[src/rtl/vsr_pkg.sv]
package vsr_pkg;
  typedef enum logic [2:0] {
    OP_LDCNT = 3'd0,
    OP_LDIDX = 3'd1,
    OP_MASK  = 3'd2,
    OP_CLR   = 3'd3,
    OP_RST   = 3'd4
  } vsr_op_e;

  localparam int unsigned W_WORD   = 64;
  localparam int unsigned W_FLD    = 16;
  localparam int unsigned N_PAIR   = 8;
  localparam int unsigned B_MASK   = 63;
  localparam int unsigned B_RES_HI = 62;
  localparam int unsigned B_RES_LO = 48;
  localparam int unsigned B_CNT_LO = 32;
  localparam int unsigned B_IDX_LO = 16;
  localparam int unsigned B_USE_LO = 8;
  localparam int unsigned B_CHG_LO = 0;
endpackage

[src/rtl/vsr_imm_sat.sv]
module vsr_imm_sat #(
  parameter int unsigned SECT     = 128,
  parameter bit          IDX_MODE = 1'b0
) (
  input  logic [31:0] imm_i,
  input  logic [15:0] ref_i,
  output logic [15:0] val_o,
  output logic [1:0]  cc_o
);
  localparam logic signed [31:0] SECT_S = 32'(SECT);

  logic signed [31:0] v;
  logic signed [31:0] ref_s;
  logic is_zero, is_neg, over, mid_hit;

  assign v       = $signed(imm_i);
  assign ref_s   = $signed({16'd0, ref_i});
  assign is_zero = (v == 32'sd0);
  assign is_neg  = v[31];
  assign over    = v > SECT_S;

  generate
    if (IDX_MODE) begin : g_idx
      assign mid_hit = v < ref_s;
    end else begin : g_cnt
      assign mid_hit = v > ref_s;
    end
  endgenerate

  always_comb begin
    if (is_zero)      cc_o = 2'd0;
    else if (is_neg)  cc_o = 2'd1;
    else if (mid_hit) cc_o = 2'd2;
    else              cc_o = 2'd3;
  end

  always_comb begin
    if (is_neg)    val_o = '0;
    else if (over) val_o = 16'(SECT);
    else           val_o = v[15:0];
  end
endmodule

[src/rtl/vsr_restore_chk.sv]
module vsr_restore_chk
  import vsr_pkg::*;
#(
  parameter int unsigned SECT = 128
) (
  input  logic [W_WORD-1:0] opnd_i,
  input  logic              prob_i,
  input  logic [N_PAIR-1:0] cur_use_i,
  output logic              err_o,
  output logic [W_WORD-1:0] word_o,
  output logic [N_PAIR-1:0] drop_o
);
  localparam logic [W_FLD-1:0] SECT_F = W_FLD'(SECT);

  logic [W_FLD-1:0]  cnt, idx;
  logic [N_PAIR-1:0] use_new;

  assign cnt     = opnd_i[B_CNT_LO +: W_FLD];
  assign idx     = opnd_i[B_IDX_LO +: W_FLD];
  assign use_new = opnd_i[B_USE_LO +: N_PAIR];

  assign err_o = (|opnd_i[B_RES_HI:B_RES_LO]) || (cnt > SECT_F) || (idx >= SECT_F);

  always_comb begin
    word_o = opnd_i;
    if (prob_i) word_o[B_CHG_LO +: N_PAIR] = use_new;
  end

  assign drop_o = cur_use_i & ~use_new;
endmodule

[src/rtl/vsr_ctrl.sv]
module vsr_ctrl
  import vsr_pkg::*;
#(
  parameter int unsigned SECT = 128
) (
  input  logic        clk_i,
  input  logic        rst_ni,
  input  logic        cmd_valid_i,
  input  logic [2:0]  cmd_op_i,
  input  logic [63:0] cmd_opnd_i,
  input  logic        prob_state_i,
  output logic [15:0] vct_o,
  output logic [15:0] vix_o,
  output logic        mask_mode_o,
  output logic [15:0] mode_o,
  output logic [7:0]  inuse_o,
  output logic [7:0]  changed_o,
  output logic [7:0]  clr_req_o,
  output logic [1:0]  cc_o,
  output logic        cc_valid_o,
  output logic        spec_err_o
);
  logic [W_WORD-1:0] vsr_q;
  logic [N_PAIR-1:0] clr_q;
  logic [1:0]        cc_q;
  logic              cc_vld_q, err_q;

  logic [15:0]       cnt_val, idx_val;
  logic [1:0]        cnt_cc, idx_cc;
  logic              rst_err;
  logic [W_WORD-1:0] rst_word;
  logic [N_PAIR-1:0] rst_drop;

  vsr_imm_sat #(.SECT(SECT), .IDX_MODE(1'b0)) u_cnt (
    .imm_i (cmd_opnd_i[31:0]),
    .ref_i (16'(SECT)),
    .val_o (cnt_val),
    .cc_o  (cnt_cc)
  );

  vsr_imm_sat #(.SECT(SECT), .IDX_MODE(1'b1)) u_idx (
    .imm_i (cmd_opnd_i[31:0]),
    .ref_i (vsr_q[B_CNT_LO +: W_FLD]),
    .val_o (idx_val),
    .cc_o  (idx_cc)
  );

  vsr_restore_chk #(.SECT(SECT)) u_rst (
    .opnd_i    (cmd_opnd_i),
    .prob_i    (prob_state_i),
    .cur_use_i (vsr_q[B_USE_LO +: N_PAIR]),
    .err_o     (rst_err),
    .word_o    (rst_word),
    .drop_o    (rst_drop)
  );

  always_ff @(posedge clk_i or negedge rst_ni) begin
    if (!rst_ni) begin
      vsr_q    <= '0;
      clr_q    <= '0;
      cc_q     <= '0;
      cc_vld_q <= 1'b0;
      err_q    <= 1'b0;
    end else begin
      clr_q    <= '0;
      cc_vld_q <= 1'b0;
      err_q    <= 1'b0;
      if (cmd_valid_i) begin
        case (cmd_op_i)
          OP_LDCNT: begin
            vsr_q[B_CNT_LO +: W_FLD] <= cnt_val;
            cc_q     <= cnt_cc;
            cc_vld_q <= 1'b1;
          end
          OP_LDIDX: begin
            vsr_q[B_IDX_LO +: W_FLD] <= idx_val;
            cc_q     <= idx_cc;
            cc_vld_q <= 1'b1;
          end
          OP_MASK: vsr_q[B_MASK] <= cmd_opnd_i[0];
          OP_CLR: begin
            vsr_q[B_IDX_LO +: W_FLD]  <= '0;
            vsr_q[B_USE_LO +: N_PAIR] <= vsr_q[B_USE_LO +: N_PAIR] & ~cmd_opnd_i[N_PAIR-1:0];
            clr_q <= cmd_opnd_i[N_PAIR-1:0];
          end
          OP_RST: begin
            if (rst_err) begin
              err_q <= 1'b1;
            end else begin
              vsr_q <= rst_word;
              clr_q <= rst_drop;
            end
          end
          default: ;
        endcase
      end
    end
  end

  assign vct_o       = vsr_q[B_CNT_LO +: W_FLD];
  assign vix_o       = vsr_q[B_IDX_LO +: W_FLD];
  assign mask_mode_o = vsr_q[B_MASK];
  assign mode_o      = vsr_q[W_WORD-1 -: W_FLD];
  assign inuse_o     = vsr_q[B_USE_LO +: N_PAIR];
  assign changed_o   = vsr_q[B_CHG_LO +: N_PAIR];
  assign clr_req_o   = clr_q;
  assign cc_o        = cc_q;
  assign cc_valid_o  = cc_vld_q;
  assign spec_err_o  = err_q;
endmodule

[config.mk]
export PLATFORM = sky130hd
export DESIGN_NAME = vsr_ctrl
export DESIGN_NICKNAME = d
export VERILOG_FILES = /design/src/rtl/vsr_pkg.sv /design/src/rtl/vsr_imm_sat.sv /design/src/rtl/vsr_restore_chk.sv /design/src/rtl/vsr_ctrl.sv
export SDC_FILE = /design/constraint.sdc
export NUM_CORES = 1
export LEC_CHECK = 0
export BUFFER_PORTS_ARGS = -buffer_cell sky130_fd_sc_hd__buf_2
export CAP_MARGIN = 30
export CORE_UTILIZATION = 45
export CTS_BUF_LIST = sky130_fd_sc_hd__clkbuf_4 sky130_fd_sc_hd__clkbuf_8
export CTS_CLUSTER_DIAMETER = 50
export DETAILED_ROUTE_END_ITERATION = 10
export GPL_ROUTABILITY_DRIVEN = 0
export PLACE_DENSITY = 0.7
export SLEW_MARGIN = 20
export SYNTH_ARGS = -nofsm -noshare
export SYNTH_HDL_FRONTEND = slang
export SYNTH_HIERARCHICAL = 1
export SYNTH_SLANG_ARGS = --single-unit
[constraint.sdc]
create_clock -name clk_i -period 2.7 [get_ports clk_i]
set_input_delay 0.27 -clock clk_i [delete_from_list [all_inputs] [get_ports clk_i]]
set_output_delay 0.27 -clock clk_i [all_outputs]
set_load 0.05 [all_outputs]
# Word-level counts from Yosys, hierarchy flattened
# Cells that the tools add are included.
[totals]
regBits = 76
input_bits = 71
out_inout_bits = 77
wordCells = 63
[op_classes]
n_lt_le_gt_ge = 4
n_eq_ne = 5
n_mux = 23
bitwise_logic = 5
n_reduce_logical = 17
[op_table]
columns = ["cell", "n"]
rows = [
  ["64-bit 2-to-1 mux", 1],
  ["16-bit case mux with 3 select lines", 1],
  ["32-bit by 9-bit greater-than comparator with 1-bit output, second input constant", 1],
  ["32-bit zero test", 1],
  ["32-bit by 17-bit < comparator with 1-bit output", 1],
  ["16-bit 2-to-1 mux", 2],
  ["16-bit case mux with 2 select lines", 1],
  ["8-bit case mux with 2 select lines", 2],
  ["8-bit 2-to-1 mux", 3],
  ["8-bit AND", 2],
  ["16-bit by 8-bit >= comparator with 1-bit output, second input constant", 1],
  ["16-bit by 8-bit greater-than comparator with 1-bit output, second input constant", 1],
  ["8-bit inverter", 2],
  ["3-bit AND reduction", 5],
  ["15-bit OR reduction", 1],
  ["2-bit 2-to-1 mux", 4],
  ["2-bit nonzero test", 4],
  ["1-bit 2-to-1 mux", 7],
  ["3-bit by 2-bit equality test with 1-bit output, second input constant", 2],
  ["2-bit case mux with 2 select lines", 1],
  ["3-bit by 1-bit equality test with 1-bit output, second input constant", 1],
  ["3-bit equality test, second input constant", 1],
  ["3-bit zero test", 1],
  ["3-bit nonzero test", 1],
  ["6 further kinds", 7],
]

# Longest topological paths before layout
[logic_depth]
word_depth = 6
ltp_mapped = 9
ltp_nobuf = 9

# Hierarchy
# The synthesis kept the hierarchy.
[by_module_without_submodules]
columns = ["mod", "instances", "cells_per_inst", "area_each_um2", "seq_area_each_um2"]
rows = [
  ["vsr_ctrl", 1, 326, 3809.9, 1901.8],
  ["vsr_restore_chk", 1, 87, 658.1, 0.0],
  ["vsr_imm_sat at u_cnt", 1, 92, 649.4, 0.0],
  ["vsr_imm_sat at u_idx", 1, 85, 573.0, 0.0],
]

# Least setup slack after synthesis
# OpenSTA, ideal clock, no wires.
[synth_timing]
path_kind = "input to register"
from = "in cmd_opnd_i[56]"
to = "reg vsr_q[37]"
setup_time_ns = 0.125
t_arrival_ns = 2.174
required_time_ns = 2.575
path_slack_ns = 0.402
cell_stages = 7
n_path_buf = 2
path_cell_list = "nor4_1 nand4_1 a211o_1 buf_4 a2111oi_4 buf_6 mux2_2"
[synth_between]
elab_chain_len = 5
[synth_rtl]
columns = ["element", "line", "rtl"]
rows = [
  ["from (decl)", "vsr_ctrl.sv:10", "input logic [63:0] cmd_opnd_i,"],
  ["15-bit OR reduction", "vsr_restore_chk.sv:22", "assign err_o = (|opnd_i[B_RES_HI:B_RES_LO]) || (cnt > SECT_F) || (idx >= SECT_F);"],
  ["1-bit logical OR (2 in series)", "vsr_restore_chk.sv:22", ""],
  ["via rst_err", "vsr_ctrl.sv:30", "logic rst_err;"],
  ["2-bit inequality test (no line)", "-", ""],
  ["3-bit AND reduction (no line)", "-", ""],
  ["to (signal, indexed assignment)", "vsr_ctrl.sv:71", "vsr_q[B_CNT_LO +: W_FLD] <= cnt_val;"],
  ["to (signal, indexed assignment)", "vsr_ctrl.sv:76", "vsr_q[B_IDX_LO +: W_FLD] <= idx_val;"],
  ["to (signal, indexed assignment)", "vsr_ctrl.sv:80", "OP_MASK: vsr_q[B_MASK] <= cmd_opnd_i[0];"],
  ["to (decl)", "vsr_ctrl.sv:23", "logic [W_WORD-1:0] vsr_q;"],
]
# The timed path passes the listed nets, and every way through them passes these cells.
# A chain may end at the register's enable or synchronous reset.

# Worst setup path in the final report
[layout_timing]
from = "in cmd_opnd_i[48]"
to = "reg vsr_q[24]"
# Same word-level chain as after synthesis.

==> impl_metrics.csv <==
group,metric,value,unit
synthesis,yosysTopAreaCell,"dfrtp_1",
place,dpl_cell_area,0.00618,sq mm
sta,skew,0.00413,ns
sta,timing.slew.headroom,52.5,%
synthesis,yosysMostFrequentCell,"buf_4",
grt,grt_pass1_vias,4681,
cts,clock_latency,0.37,ns
sta,rsz0062_at_grt,"no",
detailed_routing,vias,4673,
place,io_buffer_count,147,
worst_setup_path,rr_worst_depth,8,
synthesis,syn_area,0.00569,sq mm
pwr,power.leakage,3.13,nW
grt,grt_max_degree,77,
worst_hold_path,hold_start,"cmd_opnd_i[61]",
pwr,pwr_density_cell,481,mW/mm^2
cts,cts_resized,0,
synthesis,ys.flop_type,"dfrtp_1",
synthesis,synth-compound-area-share,13.7,%
cts,clk_pin_slew_worst_paths,0.09,ns
synthesis,synth_cell_types,49,
worst_hold_path,whs_endpoint,"vsr_q[61]",
cts,clockRootBuffer,"clkbuf_8",
synthesis,muxShareOfSynthArea,13.2,%
cts,clk_path_buf_depth,2,
die,start_util,46.8,%
flow_run,maxCapViolCount,0,
final_layout,final_area,0.00640,sq mm
sta,worstMarginPinSlew,0.713,ns
final_layout,syn2layout_area_growth,12.5,%
worst_setup_path,cp.required,2.96,ns
worst_setup_path,reg2reg_slack,0.58,ns
cts,cts_tree,"built",
sta,slew_violations,0,
synthesis,yosysSeqAreaShare,33.4,%
synthesis,synthAdderAreaFrac,6.82,%
synthesis,netlist_top_cells_count,"78 x buf_4, 76 x dfrtp_1, 64 x mux2_2",
sta,fin_tns_setup,0,ns
final_layout,antenna_cells,0,
pwr,max-vdd-ir-drop,366,uV
sta,min_period,2.30,ns
die,core,0.0122,sq mm
cts,htreeDepth,3,
sta,final_hold_viol_count,0,
place,hpwl,11100,microns
synthesis,ys_warn_count,6,
pwr,total_power,0.00308,W
detailed_routing,wire_per_inst,17.5,microns
worst_hold_path,hold_path.class,"in -> reg",
synthesis,synth_seq_cells,76,
grt,grt.overflow.total,0,
detailed_routing,wl,15100,microns
worst_setup_path,r2r-end,"cc_o[0]",
grt,grt_usage,24.1,%
synthesis,synthCells,590,
worst_setup_path,critPathKind,"in -> reg",
synthesis,yosysTopAreaCellShare,33.4,%
synthesis,synth_xor_area_share,0,%
die,io-pin-count,148,
die,die_h,114,microns
sta,finalCritPeriodShare,85.3,%
grt,antenna_found_initial,0,
sta,setup_viol,0,
die,rows,40,
worst_setup_path,critPathCaptureType,"flip-flop",
cts,cts_buffers,9,
grt,grt_pass1_wl,24200,microns
detailed_routing,drtAntennaViolNets,0,
detailed_routing,vias_per_cell,5.41,
worst_setup_path,start_kind,"primary input",
final_layout,fin_nets,792,
worst_hold_path,min_delay_path_depth,2,
cts,clock_sinks,76,
synthesis,synth_top_cells_by_area,"dfrtp_1 33%, mux2_2 13%, buf_4 10%",
die,die_w,114,microns
detailed_routing,drc,0,
synthesis,async_flop_share,100,%
synthesis,synth_top_family_by_area,"simple AND/OR/NAND/NOR gates",
detailed_routing,drt_iter0_drc,212,
worst_setup_path,cp.arrival,2.56,ns
die,die-area,0.0131,sq mm
synthesis,synth_simple_gate_area_share,16.6,%
outcome,status,"completed",
final_layout,drive_above_1_share,36.4,%
detailed_routing,first_pass_iters,5,
sta,fmax,0.434,GHz
worst_setup_path,path_max_fanout,11,
synthesis,syn_avg_cell_area,9.64,sq um
synthesis,synth_edf_count,0,
worst_setup_path,r2r-start,"vsr_q[47]",
critical path, stage by stage:
cell and delay [ns]:
buf_2 0.11, nor4_1 0.37, nand4_1 0.27, a211o_1 0.47
nor4b_4 0.26, buf_4 0.16, nor2_1 0.11, buf_4 0.21
o32ai_1 0.32
registers in the layout (all words and copies together), names as in the netlist:
name and cells:
cc_o 2, cc_valid_o 1, clr_req_o 8, spec_err_o 1
vsr_q 64
repair_timing:
action	4_1_cts	5_1_grt
buffers inserted	0	0
hold endpoints to repair	0	42
hold buffers	0	1
cells by family (layout without fill, tap and decap cells):
| family | Yosys count | count (layout) |
|---|---|---|
| buffers and inverters | 153 | 230 |
| and+or+nand+nor | 152 | 152 |
| adders and majority gates | 31 | 31 |
| other | 4 | 32 |
| DFF | 76 | 76 |
| AOI/OAI and AO/OA | 107 | 107 |
| muxes | 67 | 67 |
through the flow:
stage	setup slack [ns]	hold slack [ns]	std cells	utilization, %
after detailed placement	0.0152	0.487	846	50.8
after global placement	0.108	0.475	845	50.8
after global routing	0.301	0.124	863	52.6
after CTS	0.400	0.0978	862	52.5
after floorplan	0.402	-0.0256	618	-
final	0.396	0.143	863	52.6
report_power, final:
part / switching [W] / total [W] / internal, W / leakage, nW
Combinational: 0.000620 / 0.000889 / 0.000269 / 2.01
Clock: 0.000484 / 0.000925 / 0.000441 / 0.101
Sequential: 0.0000521 / 0.00127 / 0.00121 / 1.02
Total: 0.00116 / 0.00308 / 0.00192 / 3.13
area by class of cell:
cell class / instances / area, sq um
tap: 168 / 210
fill: 1124 / 5760
inverter: 51 / 191
multi-input combinational: 389 / 2990
clock buffer: 9 / 124
clock inverter: 7 / 81.3
timing repair buffer: 163 / 902
sequential: 76 / 1900
metal layers:
layer  track usage (%)  vias to the layer above  share of wire (%)
li1                  -                     2211                  -
met1              31.1                     2257                 43
met2              39.5                      181                 48
met3              5.98                       24                7.5
met4              8.23                        0                1.9
met5                 0                        -                  0
cells in the final DEF, fill, tap and decap left out, types with 3 or more instances in the layout:
| master | Yosys | final |
|---|---|---|
| inv_1 | 50 | 50 |
| ha_1 | 31 | 31 |
| and4b_1 | 8 | 8 |
| nor4_2 | 4 | 4 |
| buf_4 | 78 | 12 |
| a22o_1 | 9 | 9 |
| and2b_1 | 4 | 4 |
| buf_2 | 8 | 146 |
| a211o_1 | 3 | 3 |
| clkbuf_8 | 0 | 9 |
| nor2_1 | 21 | 21 |
| o221ai_1 | 16 | 16 |
| dfrtp_1 | 76 | 76 |
| nand2_1 | 15 | 15 |
| o32ai_1 | 16 | 16 |
| nor3_1 | 7 | 7 |
| inv_6 | 0 | 4 |
| nand3_1 | 3 | 3 |
| mux2_2 | 64 | 64 |
| o21ai_0 | 12 | 12 |
| and2_1 | 15 | 15 |
| buf_12 | 0 | 3 |
| nor4_1 | 21 | 21 |
| conb_1 | 4 | 32 |
| o21a_1 | 3 | 3 |
| nor2b_1 | 37 | 37 |
| nand4_1 | 6 | 6 |
| a21oi_1 | 37 | 37 |
how the worst max path moves through the flow:
stage                      to           start  cells past startpoint
floorplan           vsr_q[37]  cmd_opnd_i[56]                      7
global placement    vsr_q[58]  cmd_opnd_i[48]                      8
detailed placement  vsr_q[18]  cmd_opnd_i[48]                      9
CTS                 vsr_q[18]  cmd_opnd_i[48]                      9
global route        vsr_q[31]  cmd_opnd_i[48]                      9
finish              vsr_q[24]  cmd_opnd_i[48]                      9
No activity file was read; power rests on OpenSTA's default activity.
